`src/rtl/bmac_pkg.sv`:
```
package bmac_pkg;

   typedef enum logic [1:0] {
      BCMD_AUTH = 2'b00,
      BCMD_READ = 2'b01,
      BCMD_RDEX = 2'b10,
      BCMD_WBK  = 2'b11
   } bus_cmd_e;

   localparam int unsigned INTV_W = 8;

   function automatic int unsigned ptr_w(input int unsigned n);
      return (n > 1) ? $clog2(n) : 1;
   endfunction

endpackage

```
`src/rtl/bmac_mixer.sv`:
```
module bmac_mixer #(
   parameter int unsigned W    = 32,
   parameter int unsigned CH_W = 1,
   parameter int unsigned LAT  = 3,
   parameter logic [W-1:0] KEY = '0
) (
   input  logic            clk,
   input  logic            rst_n,
   input  logic            flush,
   input  logic            in_v,
   input  logic [W-1:0]    in_x,
   input  logic [CH_W-1:0] in_ch,
   output logic            out_v,
   output logic [W-1:0]    out_y,
   output logic [CH_W-1:0] out_ch,
   output logic            busy
);

   function automatic logic [W-1:0] mix_rnd(input logic [W-1:0] x);
      return {x[W-6:0], x[W-1:W-5]} ^ (x + KEY);
   endfunction

   logic [LAT-1:0]  st_v;
   logic [W-1:0]    st_d [LAT];
   logic [CH_W-1:0] st_c [LAT];

   for (genvar s = 0; s < LAT; s++) begin : g_stage
      logic            src_v;
      logic [W-1:0]    src_d;
      logic [CH_W-1:0] src_c;
      if (s == 0) begin : g_head
         assign src_v = in_v;
         assign src_d = in_x;
         assign src_c = in_ch;
      end else begin : g_body
         assign src_v = st_v[s-1];
         assign src_d = st_d[s-1];
         assign src_c = st_c[s-1];
      end
      always_ff @(posedge clk or negedge rst_n) begin
         if (!rst_n) begin
            st_v[s] <= 1'b0;
            st_d[s] <= '0;
            st_c[s] <= '0;
         end else begin
            st_v[s] <= src_v & ~flush;
            if (src_v) begin
               st_d[s] <= mix_rnd(src_d);
               st_c[s] <= src_c;
            end
         end
      end
   end

   assign out_v  = st_v[LAT-1] & ~flush;
   assign out_y  = st_d[LAT-1];
   assign out_ch = st_c[LAT-1];
   assign busy   = |st_v;

endmodule

```
`src/rtl/bmac_chain_bank.sv`:
```
module bmac_chain_bank #(
   parameter int unsigned W      = 32,
   parameter int unsigned NCHAIN = 2,
   parameter int unsigned CH_W   = 1,
   parameter int unsigned TAG_W  = 16
) (
   input  logic             clk,
   input  logic             rst_n,
   input  logic             init,
   input  logic [W-1:0]     iv,
   input  logic             upd_v,
   input  logic [CH_W-1:0]  upd_ch,
   input  logic [W-1:0]     upd_y,
   input  logic [CH_W-1:0]  sel_ch,
   output logic [W-1:0]     sel_mac,
   output logic [TAG_W-1:0] tag
);

   logic [W-1:0] mac [NCHAIN];

   for (genvar c = 0; c < NCHAIN; c++) begin : g_chain
      always_ff @(posedge clk or negedge rst_n) begin
         if (!rst_n)
            mac[c] <= '0;
         else if (init)
            mac[c] <= iv ^ W'(c);
         else if (upd_v && upd_ch == CH_W'(c))
            mac[c] <= upd_y;
      end
   end

   logic [W-1:0] acc;
   always_comb begin
      acc     = '0;
      sel_mac = '0;
      for (int c = 0; c < NCHAIN; c++) begin
         acc = acc + mac[c];
         if (sel_ch == CH_W'(c))
            sel_mac = mac[c];
      end
   end

   assign tag = acc[W-1 -: TAG_W];

endmodule

```
`src/rtl/bmac_round_ctl.sv`:
```
module bmac_round_ctl #(
   parameter int unsigned MEMBERS = 4,
   parameter int unsigned PID_W   = 2,
   parameter int unsigned TAG_W   = 16,
   parameter int unsigned INTV_W  = 8
) (
   input  logic              clk,
   input  logic              rst_n,
   input  logic              start,
   input  logic [INTV_W-1:0] interval,
   input  logic              iv_clash,
   input  logic              xfer_v,
   input  logic              busy,
   input  logic              auth_v,
   input  logic [TAG_W-1:0]  auth_tag,
   input  logic [TAG_W-1:0]  my_tag,
   input  logic [PID_W-1:0]  self_id,
   output logic              pend,
   output logic              ready,
   output logic [PID_W-1:0]  initiator,
   output logic              alarm
);

   logic [INTV_W-1:0] intv_q, cnt_q;
   logic              hold_v;
   logic [TAG_W-1:0]  hold_tag;

   wire [INTV_W-1:0] cnt_inc  = cnt_q + 1'b1;
   wire              hit      = xfer_v && (cnt_inc == intv_q);
   wire              do_cmp   = ready && (hold_v || auth_v);
   wire [TAG_W-1:0]  cmp_tag  = hold_v ? hold_tag : auth_tag;
   wire              foreign  = (initiator != self_id);
   wire              mismatch = do_cmp && foreign && (cmp_tag != my_tag);
   wire              stray    = auth_v && !pend;
   wire              park     = auth_v && pend && busy && !hold_v;
   wire [PID_W-1:0]  init_nx  = (initiator == PID_W'(MEMBERS-1)) ? '0 : initiator + 1'b1;

   assign ready = pend && !busy;

   always_ff @(posedge clk or negedge rst_n) begin
      if (!rst_n) begin
         intv_q    <= '0;
         cnt_q     <= '0;
         pend      <= 1'b0;
         hold_v    <= 1'b0;
         hold_tag  <= '0;
         initiator <= '0;
         alarm     <= 1'b0;
      end else if (start) begin
         intv_q    <= interval;
         cnt_q     <= '0;
         pend      <= 1'b0;
         hold_v    <= 1'b0;
         hold_tag  <= '0;
         initiator <= '0;
         alarm     <= iv_clash;
      end else begin
         if (xfer_v)
            cnt_q <= hit ? '0 : cnt_inc;
         if (do_cmp) begin
            pend      <= 1'b0;
            hold_v    <= 1'b0;
            initiator <= init_nx;
         end else begin
            if (hit)
               pend <= 1'b1;
            if (park) begin
               hold_v   <= 1'b1;
               hold_tag <= auth_tag;
            end
         end
         if (mismatch || stray)
            alarm <= 1'b1;
      end
   end

endmodule

```
`src/rtl/bus_mac_auth.sv`:
```
module bus_mac_auth
   import bmac_pkg::*;
#(
   parameter int unsigned  BLK_W   = 32,
   parameter int unsigned  PID_W   = 2,
   parameter int unsigned  MEMBERS = 4,
   parameter int unsigned  TAG_W   = 16,
   parameter int unsigned  MIX_LAT = 3,
   parameter int unsigned  NCHAIN  = 2,
   parameter logic [BLK_W-1:0] KEY = BLK_W'(32'h9E37_79B9),
   localparam int unsigned CH_W    = ptr_w(NCHAIN)
) (
   input  logic              clk,
   input  logic              rst_n,
   input  logic              start,
   input  logic [BLK_W-1:0]  cfg_iv,
   input  logic [BLK_W-1:0]  cfg_enc_mask,
   input  logic [INTV_W-1:0] cfg_interval,
   input  logic [PID_W-1:0]  self_id,
   input  logic              xfer_valid,
   input  logic [CH_W-1:0]   xfer_chain,
   input  logic [PID_W-1:0]  xfer_pid,
   input  logic [BLK_W-1:0]  xfer_block,
   input  logic              auth_valid,
   input  logic [1:0]        auth_cmd,
   input  logic [TAG_W-1:0]  auth_tag,
   output logic [TAG_W-1:0]  my_tag,
   output logic              check_ready,
   output logic              tag_drive,
   output logic [PID_W-1:0]  initiator,
   output logic              alarm
);

   if (BLK_W < 8)             begin : g_bad_w   $error("BLK_W must be at least 8"); end
   if (TAG_W > BLK_W)         begin : g_bad_t   $error("TAG_W exceeds BLK_W"); end
   if (PID_W >= BLK_W)        begin : g_bad_p   $error("PID_W too wide"); end
   if (MEMBERS > (1 << PID_W)) begin : g_bad_m  $error("MEMBERS exceeds PID space"); end
   if (MIX_LAT < 1)           begin : g_bad_l   $error("MIX_LAT must be at least 1"); end
   if (NCHAIN < 1)            begin : g_bad_c   $error("NCHAIN must be at least 1"); end

   logic [BLK_W-1:0] sel_mac, mix_in, mix_y;
   logic [CH_W-1:0]  mix_ch;
   logic             mix_v, mix_busy, pend;

   wire auth_hit = auth_valid && (auth_cmd == BCMD_AUTH);

   assign mix_in = sel_mac ^ xfer_block ^ {xfer_pid, {(BLK_W-PID_W){1'b0}}};

   bmac_mixer #(.W(BLK_W), .CH_W(CH_W), .LAT(MIX_LAT), .KEY(KEY)) u_mix (
      .clk(clk), .rst_n(rst_n), .flush(start),
      .in_v(xfer_valid && !start), .in_x(mix_in), .in_ch(xfer_chain),
      .out_v(mix_v), .out_y(mix_y), .out_ch(mix_ch), .busy(mix_busy)
   );

   bmac_chain_bank #(.W(BLK_W), .NCHAIN(NCHAIN), .CH_W(CH_W), .TAG_W(TAG_W)) u_bank (
      .clk(clk), .rst_n(rst_n), .init(start), .iv(cfg_iv),
      .upd_v(mix_v), .upd_ch(mix_ch), .upd_y(mix_y),
      .sel_ch(xfer_chain), .sel_mac(sel_mac), .tag(my_tag)
   );

   bmac_round_ctl #(.MEMBERS(MEMBERS), .PID_W(PID_W), .TAG_W(TAG_W), .INTV_W(INTV_W)) u_ctl (
      .clk(clk), .rst_n(rst_n), .start(start), .interval(cfg_interval),
      .iv_clash(cfg_iv == cfg_enc_mask), .xfer_v(xfer_valid && !start),
      .busy(mix_busy), .auth_v(auth_hit && !start), .auth_tag(auth_tag),
      .my_tag(my_tag), .self_id(self_id), .pend(pend), .ready(check_ready),
      .initiator(initiator), .alarm(alarm)
   );

   assign tag_drive = check_ready && (initiator == self_id);

endmodule

```
`config.mk`:
```
export PLATFORM = sky130hd
export DESIGN_NAME = bus_mac_auth
export DESIGN_NICKNAME = d
export VERILOG_FILES = /design/src/rtl/bmac_pkg.sv /design/src/rtl/bmac_mixer.sv /design/src/rtl/bmac_chain_bank.sv /design/src/rtl/bmac_round_ctl.sv /design/src/rtl/bus_mac_auth.sv
export SDC_FILE = /design/constraint.sdc
export NUM_CORES = 1
export LEC_CHECK = 0
export BUFFER_PORTS_ARGS = -buffer_cell sky130_fd_sc_hd__buf_4
export CAP_MARGIN = 20
export CELL_PAD_IN_SITES_DETAIL_PLACEMENT = 1
export CELL_PAD_IN_SITES_GLOBAL_PLACEMENT = 1
export CORE_MARGIN = 3
export CORE_UTILIZATION = 42
export CTS_CLUSTER_SIZE = 20
export DETAILED_ROUTE_END_ITERATION = 12
export GPL_ROUTABILITY_DRIVEN = 0
export GPL_TIMING_DRIVEN = 0
export PLACE_DENSITY = 0.84
export SLEW_MARGIN = 25
export SYNTH_ARGS = -nofsm -noshare
export SYNTH_HDL_FRONTEND = slang
export SYNTH_SLANG_ARGS = --single-unit
```
`constraint.sdc`:
```
create_clock -name clk -period 2.8 [get_ports clk]
set_input_delay 0.14 -clock clk [delete_from_list [all_inputs] [get_ports clk]]
set_output_delay 0.14 -clock clk [all_outputs]
set_load 0.1 [all_outputs]
```
==> summary.txt <==
Run status
  • Outcome: complete, but fails checks
  • Failing checks: setup timing

Die
  • # rows: 65
  • Io pins: 153
  • Starting density of the core: 0.428
  • Core area: 0.0316 mm²
  • Die Footprint: 0.0344 mm²
  • Die height: 185 µm
  • Die X: 185 µm

STA
  • Final worst slack: -0.674 ns
  • Final Hold Fails: 0
  • Fin crit share: 1.24
  • RSZ-0062 raised after global routing: yes
  • Tmin final: 3.47 ns
  • Peak Freq: 288 MHz
  • Hold Slack: 0.0192 ns
  • Actual slew at the worst max-slew pin: 0.999 ns
  • Worst clock skew: 0.0187 ns
  • Max_slew headroom: 0.334
  • Final setup fails: 25
  • Final TNS setup: -7.63 ns
  • Max Slew Vio Count: 0

Hold path
  • Hold Crit Class: input pin to register

Setup path
  • Crit path from: u_bank.mac[11]
  • Cells on worst reg2reg path: 14
  • Startpoint Class: register
  • Reg2Reg Launch Point: u_bank.mac[1]
  • CP Max Fanout: 7
  • Req. time, crit path: 2.66 ns
  • FF-to-FF setup slack: -0.55 ns
  • Critical path endpoint: my_tag[14]
  • WP data arrival: 3.33 ns
  • Crit end category: output port
  • Setup CP Type: register to output port
  • Worst r2r dst: u_ctl.alarm

Power and ir drop
  • Max VDD drop: 0.742 mV
  • Switching share of power: 0.492
  • Int Pwr: 0.0121 W
  • Leak: 7.32 nW
  • PD cells: 1330 mW/mm²
  • Seq pwr share: 0.221
  • Clock share of power: 0.148
  • Net Sw Power: 0.0117 W
  • Logic pwr share: 0.631

Final layout
  • Commonest non-fill, non-tap cell in the layout: dfrtp_1
  • Post-Layout Cell Count: 2123
  • Filler Cell Count: 3411
  • Final Cell Area: 0.0179 mm²
  • Nets: 1870
  • Share of cells above drive strength 1: 0.245
  • Most frequent cells in the layout: dfrtp_1 (201), xnor2_1 (182), buf_4 (166), nor2_1 (146), a21oi_1 (129)
  • Area grow syn2layout: 32.5%
  • Ant. Diodes: 0

Yosys
  • Most used DFF post-synth: dfrtp_1
  • Post-synthesis net count: 1629
  • Syn Inst Count: 1462
  • Mapped Area: 0.0135 mm²
  • Syn Area/Cell: 9.25 µm²
  • Flops & latches, synth: 203
  • Unique cell type count in the Yosys netlist: 65
  • Yosys warning count: 0
  • Async SR Flop Fraction: 1.00
  • Post-synth EDFFs: 0
  • Register area share after synthesis: 0.375

Clocking
  • CTS root buf: clkbuf_16
  • Longest Clk Path Bufs: 3
  • H-tree levels: 1
  • CTS Buf Count: 24
  • CTS tree: built
  • CTS sink cnt: 203
  • Clk slew on worst S/H paths: 0.07 ns
  • Clock Latency Late Sink: 0.54 ns

Drt
  • Routed Antenna Nets: 0
  • Via Count: 13000
  • Initial detailed-routing violation count: 946
  • Post-Route WL: 57100 µm
  • Vias per inst: 6.10
  • Drt first pass iters: 5
  • DR WL/cell: 26.9 µm
  • Drt drc: 0

Placed design
  • HPWL Detailed: 37800 µm
  • Placement Cell Area: 0.0155 mm²
  • PortBufs: 150
  • Placed insts: 2016

Global routing
  • First-pass GRT wire length: 81300 µm
  • Vias in the first global route: 14000
  • Initial antenna violation count: 0
  • Overall routing resource usage: 0.307
  • Largest net degree at the start of global routing: 94
  • Overflow after GRT: 0

Flow run
  • Max cap viols: 0
-- cell families after synthesis --
logic type | synth area share
AND/OR/NAND/NOR | 0.133
AO/OA/AOI/OAI | 0.139
XOR/XNOR | 0.193
flip-flops | 0.375
multiplexers | 0.0992
buffers and inverters | 0.0278
adder cells (fa/ha/maj) | 0.0324
-- through the flow --
stage                     total power (W)  setup WS, ns  utilization
final                              0.0238        -0.674        0.567
after detailed placement           0.0172        -0.944        0.488
after global placement             0.0167        -0.911        0.486
after CTS                          0.0226        -0.689        0.556
after floorplan                    0.0138        -0.420            -
after global routing               0.0247        -0.763        0.567
-- critical path, stage by stage, from the launching register on --
cell and delay (ns):
dfrtp_1 0.41, ha_2 0.35, a21oi_2 0.19, o211ai_1 0.23
a21o_1 0.31, a2111oi_4 0.45, o31ai_4 0.12, a221oi_4 0.38
xnor2_4 0.17, buf_12 0.19
-- worst min path at each step --
stage	start	cells after the start	to
floorplan	rst_n	0	u_bank.mac[0]
global placement	auth_tag[5]	3	u_ctl.hold_tag[5]
finish	cfg_iv[19]	3	u_bank.mac[51]
CTS	auth_cmd[0]	4	u_ctl.hold_v
detailed placement	rst_n	1	u_ctl.cnt_q[0]
global route	cfg_iv[20]	3	u_bank.mac[52]
-- state kept, by name, summed over array words and instances, names as in the netlist --
| signal | flops |
|---|---|
| u_ctl.hold_v | 1 |
| u_mix.g_stage.src_d | 64 |
| u_mix.out_y | 32 |
| u_ctl.initiator | 2 |
| u_mix.out_ch | 1 |
| u_mix.g_stage.src_c | 2 |
| u_mix.st_v | 1 |
| u_ctl.hold_tag | 16 |
| u_ctl.intv_q | 8 |
| u_ctl.cnt_q | 8 |
| u_bank.mac | 64 |
| u_ctl.alarm | 1 |
| u_ctl.pend | 1 |
| u_mix.g_stage.src_v | 2 |
-- synthesized netlist by cell type (all sizes together), types with 7 or more instances --
cell	instances	area [µm²]
ha	35	438
mux2	49	552
xor2	87	762
buf	11	86.3
nand4	8	50.1
a21oi	151	759
inv	16	60.1
o211ai	7	52.6
dfrtp	203	5080
nor2b	10	62.6
a31oi	7	43.8
nor2	148	558
or4	8	60.1
nand2	113	424
nor4	16	115
nand2b	23	144
mux2i	79	791
and3	9	56.3
o21ai	96	480
xnor2	201	1760
nand3	18	90.1
nor3	20	100
clkbuf	61	230
-- layout make-up --
class	count	area, µm²	area share
Inverter	16	60.1	0.00335
Clock inverter	11	166	0.00928
Clock buffer	33	716	0.0399
Timing Repair Buffer	220	1950	0.109
Tap cell	402	503	0.0281
Buffer	67	303	0.0169
Sequential cell	203	5080	0.284
Multi-Input combinational cell	1171	9150	0.510
-- metal layers --
layer / vias up / share of wire / routed length [µm] / GRT usage
met5: - / 0 / 0 / 0
met4: 0 / 0.090 / 5160 / 0.208
met3: 274 / 0.051 / 2940 / 0.0432
met2: 648 / 0.49 / 28300 / 0.546
met1: 6500 / 0.36 / 20800 / 0.341
li1: 5534 / - / - / -
-- what timing repair did --
action / in CTS / in global routing
pin swaps: 31 / 27
hold endpoints to repair: 160 / 0
gates cloned: 0 / 0
hold buffers: 31 / 0
buffers inserted: 26 / 12
endpoints found under the setup margin: 46 / 41
resized for setup: 150 / 54
-- power by group through the flow --
stage	sequential (W)	combinational [W]	clock, W
2_1_floorplan	0.00466	0.00911	0
3_3_place_gp	0.00499	0.0117	0
5_1_grt	0.00533	0.0157	0.00365
4_1_cts	0.00511	0.0140	0.00350
3_5_place_dp	0.00508	0.0121	0
6_report	0.00527	0.0150	0.00352
Power figures use the tool's default switching activity.
